## config.mk

```make
export PLATFORM = sky130hd
export DESIGN_NAME = dual_time_debounce
export DESIGN_NICKNAME = d
export VERILOG_FILES = /design/src/rtl/debounce_pkg.sv /design/src/rtl/debounce_period_sel.sv /design/src/rtl/debounce_cell.sv /design/src/rtl/dual_time_debounce.sv
export SDC_FILE = /design/constraint.sdc
export NUM_CORES = 1
export LEC_CHECK = 0
export ABC_AREA = 1
export BUFFER_PORTS_ARGS = -buffer_cell sky130_fd_sc_hd__buf_2
export CORE_ASPECT_RATIO = 1.25
export CORE_UTILIZATION = 45
export DETAILED_ROUTE_END_ITERATION = 7
export HOLD_SLACK_MARGIN = 0.03
export PLACE_DENSITY_LB_ADDON = 0.05
export SLEW_MARGIN = 10
export SYNTH_ARGS = -nofsm -noshare
export SYNTH_HDL_FRONTEND = slang
export SYNTH_SLANG_ARGS = --single-unit
```

## constraint.sdc

```tcl
create_clock -name clk -period 3.12 [get_ports clk]
set_input_delay 0 -clock clk [delete_from_list [all_inputs] [get_ports clk]]
set_output_delay 0 -clock clk [all_outputs]
set_load 0.01 [all_outputs]
```

## src/rtl/debounce_pkg.sv

```systemverilog
// Package: shared widths and helpers for the dual-time debounce filter.
// Assumes nothing beyond the defaults below being the field sizes of
// the control word that feeds the filter.
package debounce_pkg;

    // Default width of the short period field (scans).
    localparam int SHORT_W_DEF = 6;
    // Default width of the long period field (scans).
    localparam int LONG_W_DEF  = 10;
    // Default number of inputs per scanned word.
    localparam int WIDTH_DEF   = 32;

    // Larger of two widths, used to size the per-bit scan counter.
    function automatic int max_w(input int a, input int b);
        return (a > b) ? a : b;
    endfunction

endpackage

```

## src/rtl/debounce_period_sel.sv

```systemverilog
// Module: debounce_period_sel
// Expands the two shared periods into one period per input bit, as the
// per-bit select word chooses. Purely combinational; assumes both period
// fields fit in CNT_W bits.
module debounce_period_sel #(
    parameter int WIDTH   = debounce_pkg::WIDTH_DEF,
    parameter int SHORT_W = debounce_pkg::SHORT_W_DEF,
    parameter int LONG_W  = debounce_pkg::LONG_W_DEF,
    parameter int CNT_W   = debounce_pkg::max_w(SHORT_W, LONG_W)
) (
    input  logic [SHORT_W-1:0]          short_time,
    input  logic [LONG_W-1:0]           long_time,
    input  logic [WIDTH-1:0]            long_sel,
    output logic [WIDTH-1:0][CNT_W-1:0] bit_period
);

    logic [CNT_W-1:0] short_ext;
    logic [CNT_W-1:0] long_ext;

    // Widen both periods to the counter width.
    always_comb begin
        short_ext = CNT_W'(short_time);
        long_ext  = CNT_W'(long_time);
    end

    for (genvar n = 0; n < WIDTH; n++) begin : g_sel
        // Pick the period for input n.
        always_comb begin
            bit_period[n] = long_sel[n] ? long_ext : short_ext;
        end
    end

endmodule

```

## src/rtl/debounce_cell.sv

```systemverilog
// Module: debounce_cell
// Debounce state for one input bit: a scan counter and the filtered bit.
// The counter runs only on scan strobes while raw and filtered disagree,
// and is cleared in any cycle they agree. The filtered bit follows raw
// at the strobe where the count already meets the period. Assumes the
// raw bit is synchronous to clk.
module debounce_cell #(
    parameter int CNT_W = debounce_pkg::max_w(debounce_pkg::SHORT_W_DEF,
                                              debounce_pkg::LONG_W_DEF)
) (
    input  logic             clk,
    input  logic             rst_n,
    input  logic             scan_tick,
    input  logic             raw_bit,
    input  logic [CNT_W-1:0] period,
    output logic             filt_bit
);

    logic [CNT_W-1:0] scan_cnt;
    logic             differs;
    logic             expire;

    // Detect disagreement and expiry of the selected period.
    always_comb begin
        differs = (raw_bit != filt_bit);
        expire  = differs && scan_tick && (scan_cnt >= period);
    end

    // Advance, clear or settle the scan counter.
    always_ff @(posedge clk) begin
        if (!rst_n) begin
            scan_cnt <= '0;
        end else if (!differs || expire) begin
            scan_cnt <= '0;
        end else if (scan_tick) begin
            scan_cnt <= scan_cnt + CNT_W'(1);
        end
    end

    // Take over the raw value once the period has run out.
    always_ff @(posedge clk) begin
        if (!rst_n) begin
            filt_bit <= 1'b0;
        end else if (expire) begin
            filt_bit <= raw_bit;
        end
    end

    // reset leaves a cleared cell.
    assert_reset_clear_R1: assert property (@(posedge clk)
        !rst_n |=> (filt_bit == 1'b0) && (scan_cnt == '0));

    // no strobe, no change of the filtered bit.
    assert_hold_no_tick_R6: assert property (@(posedge clk) disable iff (!rst_n)
        !scan_tick |=> $stable(filt_bit));

    // no strobe, the count does not climb.
    assert_cnt_no_climb_R6: assert property (@(posedge clk) disable iff (!rst_n)
        (!scan_tick && rst_n) |=> (scan_cnt == '0) || $stable(scan_cnt));

    // agreement empties the count.
    assert_agree_clears_R5: assert property (@(posedge clk) disable iff (!rst_n)
        (raw_bit == filt_bit) |=> (scan_cnt == '0));

    // the filtered bit only ever moves to the raw value it saw.
    assert_moves_to_raw_R2: assert property (@(posedge clk) disable iff (!rst_n)
        (filt_bit != $past(filt_bit)) |-> (filt_bit == $past(raw_bit)));

    // a strobe with a met period settles the bit, even after a period change.
    assert_settle_R7: assert property (@(posedge clk) disable iff (!rst_n)
        (scan_tick && (raw_bit != filt_bit) && (scan_cnt >= period)) |=>
        (filt_bit == $past(raw_bit)));

endmodule

```

## src/rtl/dual_time_debounce.sv

```systemverilog
// Module: dual_time_debounce (top)
// Debounces every bit of a scanned input word with one of two shared
// periods, counted in scan strobes. Assumes scan_tick is a one-cycle
// strobe and that all inputs are synchronous to clk.
module dual_time_debounce #(
    parameter int WIDTH   = debounce_pkg::WIDTH_DEF,
    parameter int SHORT_W = debounce_pkg::SHORT_W_DEF,
    parameter int LONG_W  = debounce_pkg::LONG_W_DEF
) (
    input  logic               clk,
    input  logic               rst_n,
    input  logic [WIDTH-1:0]   raw_word,
    input  logic               scan_tick,
    input  logic [SHORT_W-1:0] short_time,
    input  logic [LONG_W-1:0]  long_time,
    input  logic [WIDTH-1:0]   long_sel,
    output logic [WIDTH-1:0]   filt_word
);

    localparam int CNT_W = debounce_pkg::max_w(SHORT_W, LONG_W);

    logic [WIDTH-1:0][CNT_W-1:0] bit_period;

    debounce_period_sel #(
        .WIDTH   (WIDTH),
        .SHORT_W (SHORT_W),
        .LONG_W  (LONG_W),
        .CNT_W   (CNT_W)
    ) u_sel (
        .short_time (short_time),
        .long_time  (long_time),
        .long_sel   (long_sel),
        .bit_period (bit_period)
    );

    for (genvar n = 0; n < WIDTH; n++) begin : g_cell
        debounce_cell #(
            .CNT_W (CNT_W)
        ) u_cell (
            .clk       (clk),
            .rst_n     (rst_n),
            .scan_tick (scan_tick),
            .raw_bit   (raw_word[n]),
            .period    (bit_period[n]),
            .filt_bit  (filt_word[n])
        );
    end

    // bits that already agree with raw stay put at any edge.
    assert_agree_steady_R9: assert property (@(posedge clk) disable iff (!rst_n)
        rst_n |=> ((($past(raw_word) ~^ $past(filt_word)) & (filt_word ^ $past(filt_word))) == '0));

endmodule

```

==> impl_metrics.py <==
metrics = {
    "status": {
        "status": "finished, final reports clean",
    },
    "global_routing": {
        "antenna_found_initial": 7,
        "grt_max_degree": 100,
        "grt_pass1_wl_um": 112000,
        "grt_pass1_vias": 22500,
        "track_usage_pct": 23.3,
        "gr-total-overflow": 0,
    },
    "timing": {
        "fin_crit_sh_pct": 66.8,
        "finalSetupViolations": 0,
        "max_clock_freq_ghz": 0.480,
        "final_hold_viol_count": 0,
        "period_minus_slack_ns": 2.08,
        "rsz0062_at_grt": "no",
        "report.final.slew_viol_count": 0,
        "whs_ns": 0.274,
        "slew_headroom_pct": 45.7,
        "finalWorstSetupSlack_ns": 1.04,
        "tightest_slew_ns": 0.814,
        "skew_ns": 0.0153,
        "fin_setup_tns_ns": 0,
    },
    "run": {
        "max_cap_viol_count": 0,
    },
    "final_layout": {
        "fin_util_pct": 51.0,
        "drive_gt1_share_pct": 6.60,
        "final_nets": 4285,
        "synthToLayoutAreaGrowth_pct": 11.5,
    },
    "worst_setup_path": {
        "arrival_ns": 2.58,
        "worstSetupEndpointType": "flop",
        "critical_path_required_ns": 3.62,
        "r2r_start": "g_cell[18].u_cell.scan_cnt[0]",
        "reg2regPathDepth": 12,
        "cp_max_fo": 4,
        "rrSetupSlack_ns": 1.04,
        "crit_type": "flop to flop",
        "cp-start-kind": "flop",
        "rr_endpoint": "g_cell[18].u_cell.filt_bit",
    },
    "place": {
        "place_hpwl_um": 46000,
        "pre_cts_ws_ns": 0.698,
        "gp_congestion": 0.806,
        "port_buffers": 114,
    },
    "cts": {
        "cts.sinks": 352,
        "insertion_delay_ns": 0.58,
        "cts_buffers": 43,
        "clkTransAtPathRegs_ns": 0.06,
        "cts_max_path_buffers": 3,
        "cts_root_buf": "clkbuf_16",
        "h-tree-depth": 2,
        "cts_tree": "built",
        "postCtsSetupRepairBufs": 0,
    },
    "min_path": {
        "hold_depth": 8,
        "holdCritStartpoint": "long_sel[23]",
        "min_to": "g_cell[23].u_cell.filt_bit",
        "hold_path.class": "primary input to flop",
    },
    "floorplanning": {
        "die_w_um": 218,
        "die_y_um": 272,
        "ios": 115,
        "std_cell_rows": 98,
        "start_util_pct": 45.8,
        "coreArea_um2": 57400,
        "fp.dieArea_um2": 59300,
    },
    "drt": {
        "routedWlPerCell_um": 14.9,
        "drc": 0,
        "dr.pass1.iters": 6,
        "drt_iter0_markers": 1192,
        "num_vias": 23500,
        "via_per_inst": 5.07,
        "ant_nets": 0,
        "routed_wl_um": 69000,
    },
    "synth": {
        "synthDistinctLibCells": 30,
        "synth_cells": 3764,
        "ys_seq_elements": 352,
        "netlist_area_um2": 26300,
        "synth_top_cell_by_area": "dfxtp_1",
        "synth_area_per_cell_um2": 6.98,
        "synth_top_area_share_pct": 26.8,
        "yosys_warnings": 0,
        "syn-num-nets": 4199,
        "synth-seq-area-share_pct": 26.8,
        "netlist_top_cells_area": "dfxtp_1, ha_1, nand2_1, nor2_1, xor2_1",
    },
    "power_and_ir_drop": {
        "power.static_leakage_nw": 13.7,
        "p_per_area_nw_per_um2": 385,
        "totalPowerFinal_mw": 11.3,
        "vdd_drop_max_mv": 0.402,
    },
}
critical path, stage by stage (launching register included):
cell           delay, ns
dfxtp_1             0.40
inv_1               0.07
ha_1                0.29
inv_1               0.05
nand2_1             0.04
nand2_1             0.05
nand2_1             0.06
nand3_1             0.07
nand3_1             0.12
nand3_1             0.10
nand2_1             0.05
dlygate4sd3_1       0.58
nor2_1              0.14
sequential cells by signal, indices dropped and copies added, names as in the netlist:
name,flops
g_cell.u_cell.filt_bit,32
g_cell.u_cell.scan_cnt,320
cell usage after synthesis:
| cell | count |
|---|---|
| a21o_1 | 32 |
| a21oi_1 | 96 |
| and3_1 | 18 |
| buf_1 | 3 |
| buf_12 | 3 |
| buf_2 | 11 |
| buf_4 | 45 |
| buf_6 | 2 |
| buf_8 | 1 |
| clkbuf_1 | 82 |
| dfxtp_1 | 352 |
| ha_1 | 352 |
| inv_1 | 331 |
| inv_4 | 1 |
| mux2i_1 | 32 |
| nand2_1 | 1001 |
| nand3_1 | 219 |
| nand3_2 | 4 |
| nand3b_1 | 1 |
| nand4_1 | 54 |
| nor2_1 | 582 |
| nor2_2 | 4 |
| nor2_4 | 15 |
| nor3_1 | 7 |
| nor3_2 | 6 |
| nor3_4 | 20 |
| o21ai_0 | 192 |
| o21bai_1 | 5 |
| xnor2_1 | 142 |
| xor2_1 | 151 |
where the power goes:
| part | switching, mW | leakage (nW) | internal, mW |
|---|---|---|---|
| clock network | 2.06 | 0.725 | 3.25 |
| logic | 0.929 | 10.1 | 0.481 |
| registers | 0.0370 | 2.84 | 4.53 |
cells in the final DEF (no fill, tap or decap), drive strengths merged:
| master | instances |
|---|---|
| nor3 | 33 |
| dlygate4sd3 | 47 |
| o21ai | 192 |
| xnor2 | 142 |
| bufinv | 5 |
| dfxtp | 352 |
| nand2 | 1001 |
| ha | 352 |
| diode | 3 |
| and3 | 18 |
| mux2i | 32 |
| buf | 141 |
| nand4 | 54 |
| nor2 | 601 |
| clkinv | 6 |
| a21oi | 96 |
| inv | 332 |
| a21o | 32 |
| clkbuf | 64 |
| nand3 | 223 |
| o21bai | 5 |
| xor2 | 151 |
| nand3b | 1 |
metal layers:
| metal | share of wire (%) | up-vias | global-route usage [%] |
|---|---|---|---|
| met5 | 0.070 | - | 0 |
| met4 | 2.2 | 8 | 6.16 |
| met3 | 3.7 | 108 | 3.09 |
| met2 | 48 | 338 | 41.6 |
| met1 | 46 | 10800 | 29.1 |
| li1 | - | 12200 | - |
kinds of logic after synthesis:
kind of cell / count (synthesis) / synth area share, %
xor gates and xnor gates: 293 / 9.77
and+or+nand+nor: 1931 / 31.0
muxes: 32 / 1.22
adders and majority gates: 352 / 16.8
AOI/OAI and AO/OA: 325 / 6.55
buffers and inverters: 479 / 7.84
DFF: 352 / 26.8
through the flow:
step	cell area, um^2	cells
finish	29300	4633
global route	29300	4632
CTS	29300	4630
detailed placement	27300	4508
global placement	27300	4508
floorplan	26300	3764
worst max-delay path by stage:
| stage | slack (ns) | cells past startpoint | startpoint | end |
|---|---|---|---|---|
| 3_3_place_gp | 0.75 | 13 | short_time[3] | g_cell[30].u_cell.scan_cnt[6] |
| 5_1_grt | 0.85 | 12 | g_cell[18].u_cell.scan_cnt[0] | g_cell[18].u_cell.filt_bit |
| 2_1_floorplan | 1.56 | 14 | long_time[5] | g_cell[16].u_cell.scan_cnt[0] |
| 3_5_place_dp | 0.70 | 13 | short_time[3] | g_cell[11].u_cell.scan_cnt[7] |
| 4_1_cts | 1.04 | 9 | scan_tick | g_cell[18].u_cell.filt_bit |
| 6_report | 1.04 | 12 | g_cell[18].u_cell.scan_cnt[0] | g_cell[18].u_cell.filt_bit |
layout make-up:
class / count / area [um^2]
Sequential cell: 352 / 7050
Clock inverter: 11 / 180
Antenna cell: 3 / 7.51
Fill cell: 5721 / 28100
Inverter: 332 / 1250
Timing Repair Buffer: 188 / 1420
Clock buffer: 64 / 1290
Tap cell: 750 / 938
Multi-Input combinational cell: 2933 / 17200
timing repair:
action / CTS / global route
resized for setup: 0 / 0
endpoints found under the hold margin: 82 / 0
hold buffers: 47 / 0
(Power assumes the default switching activity.)
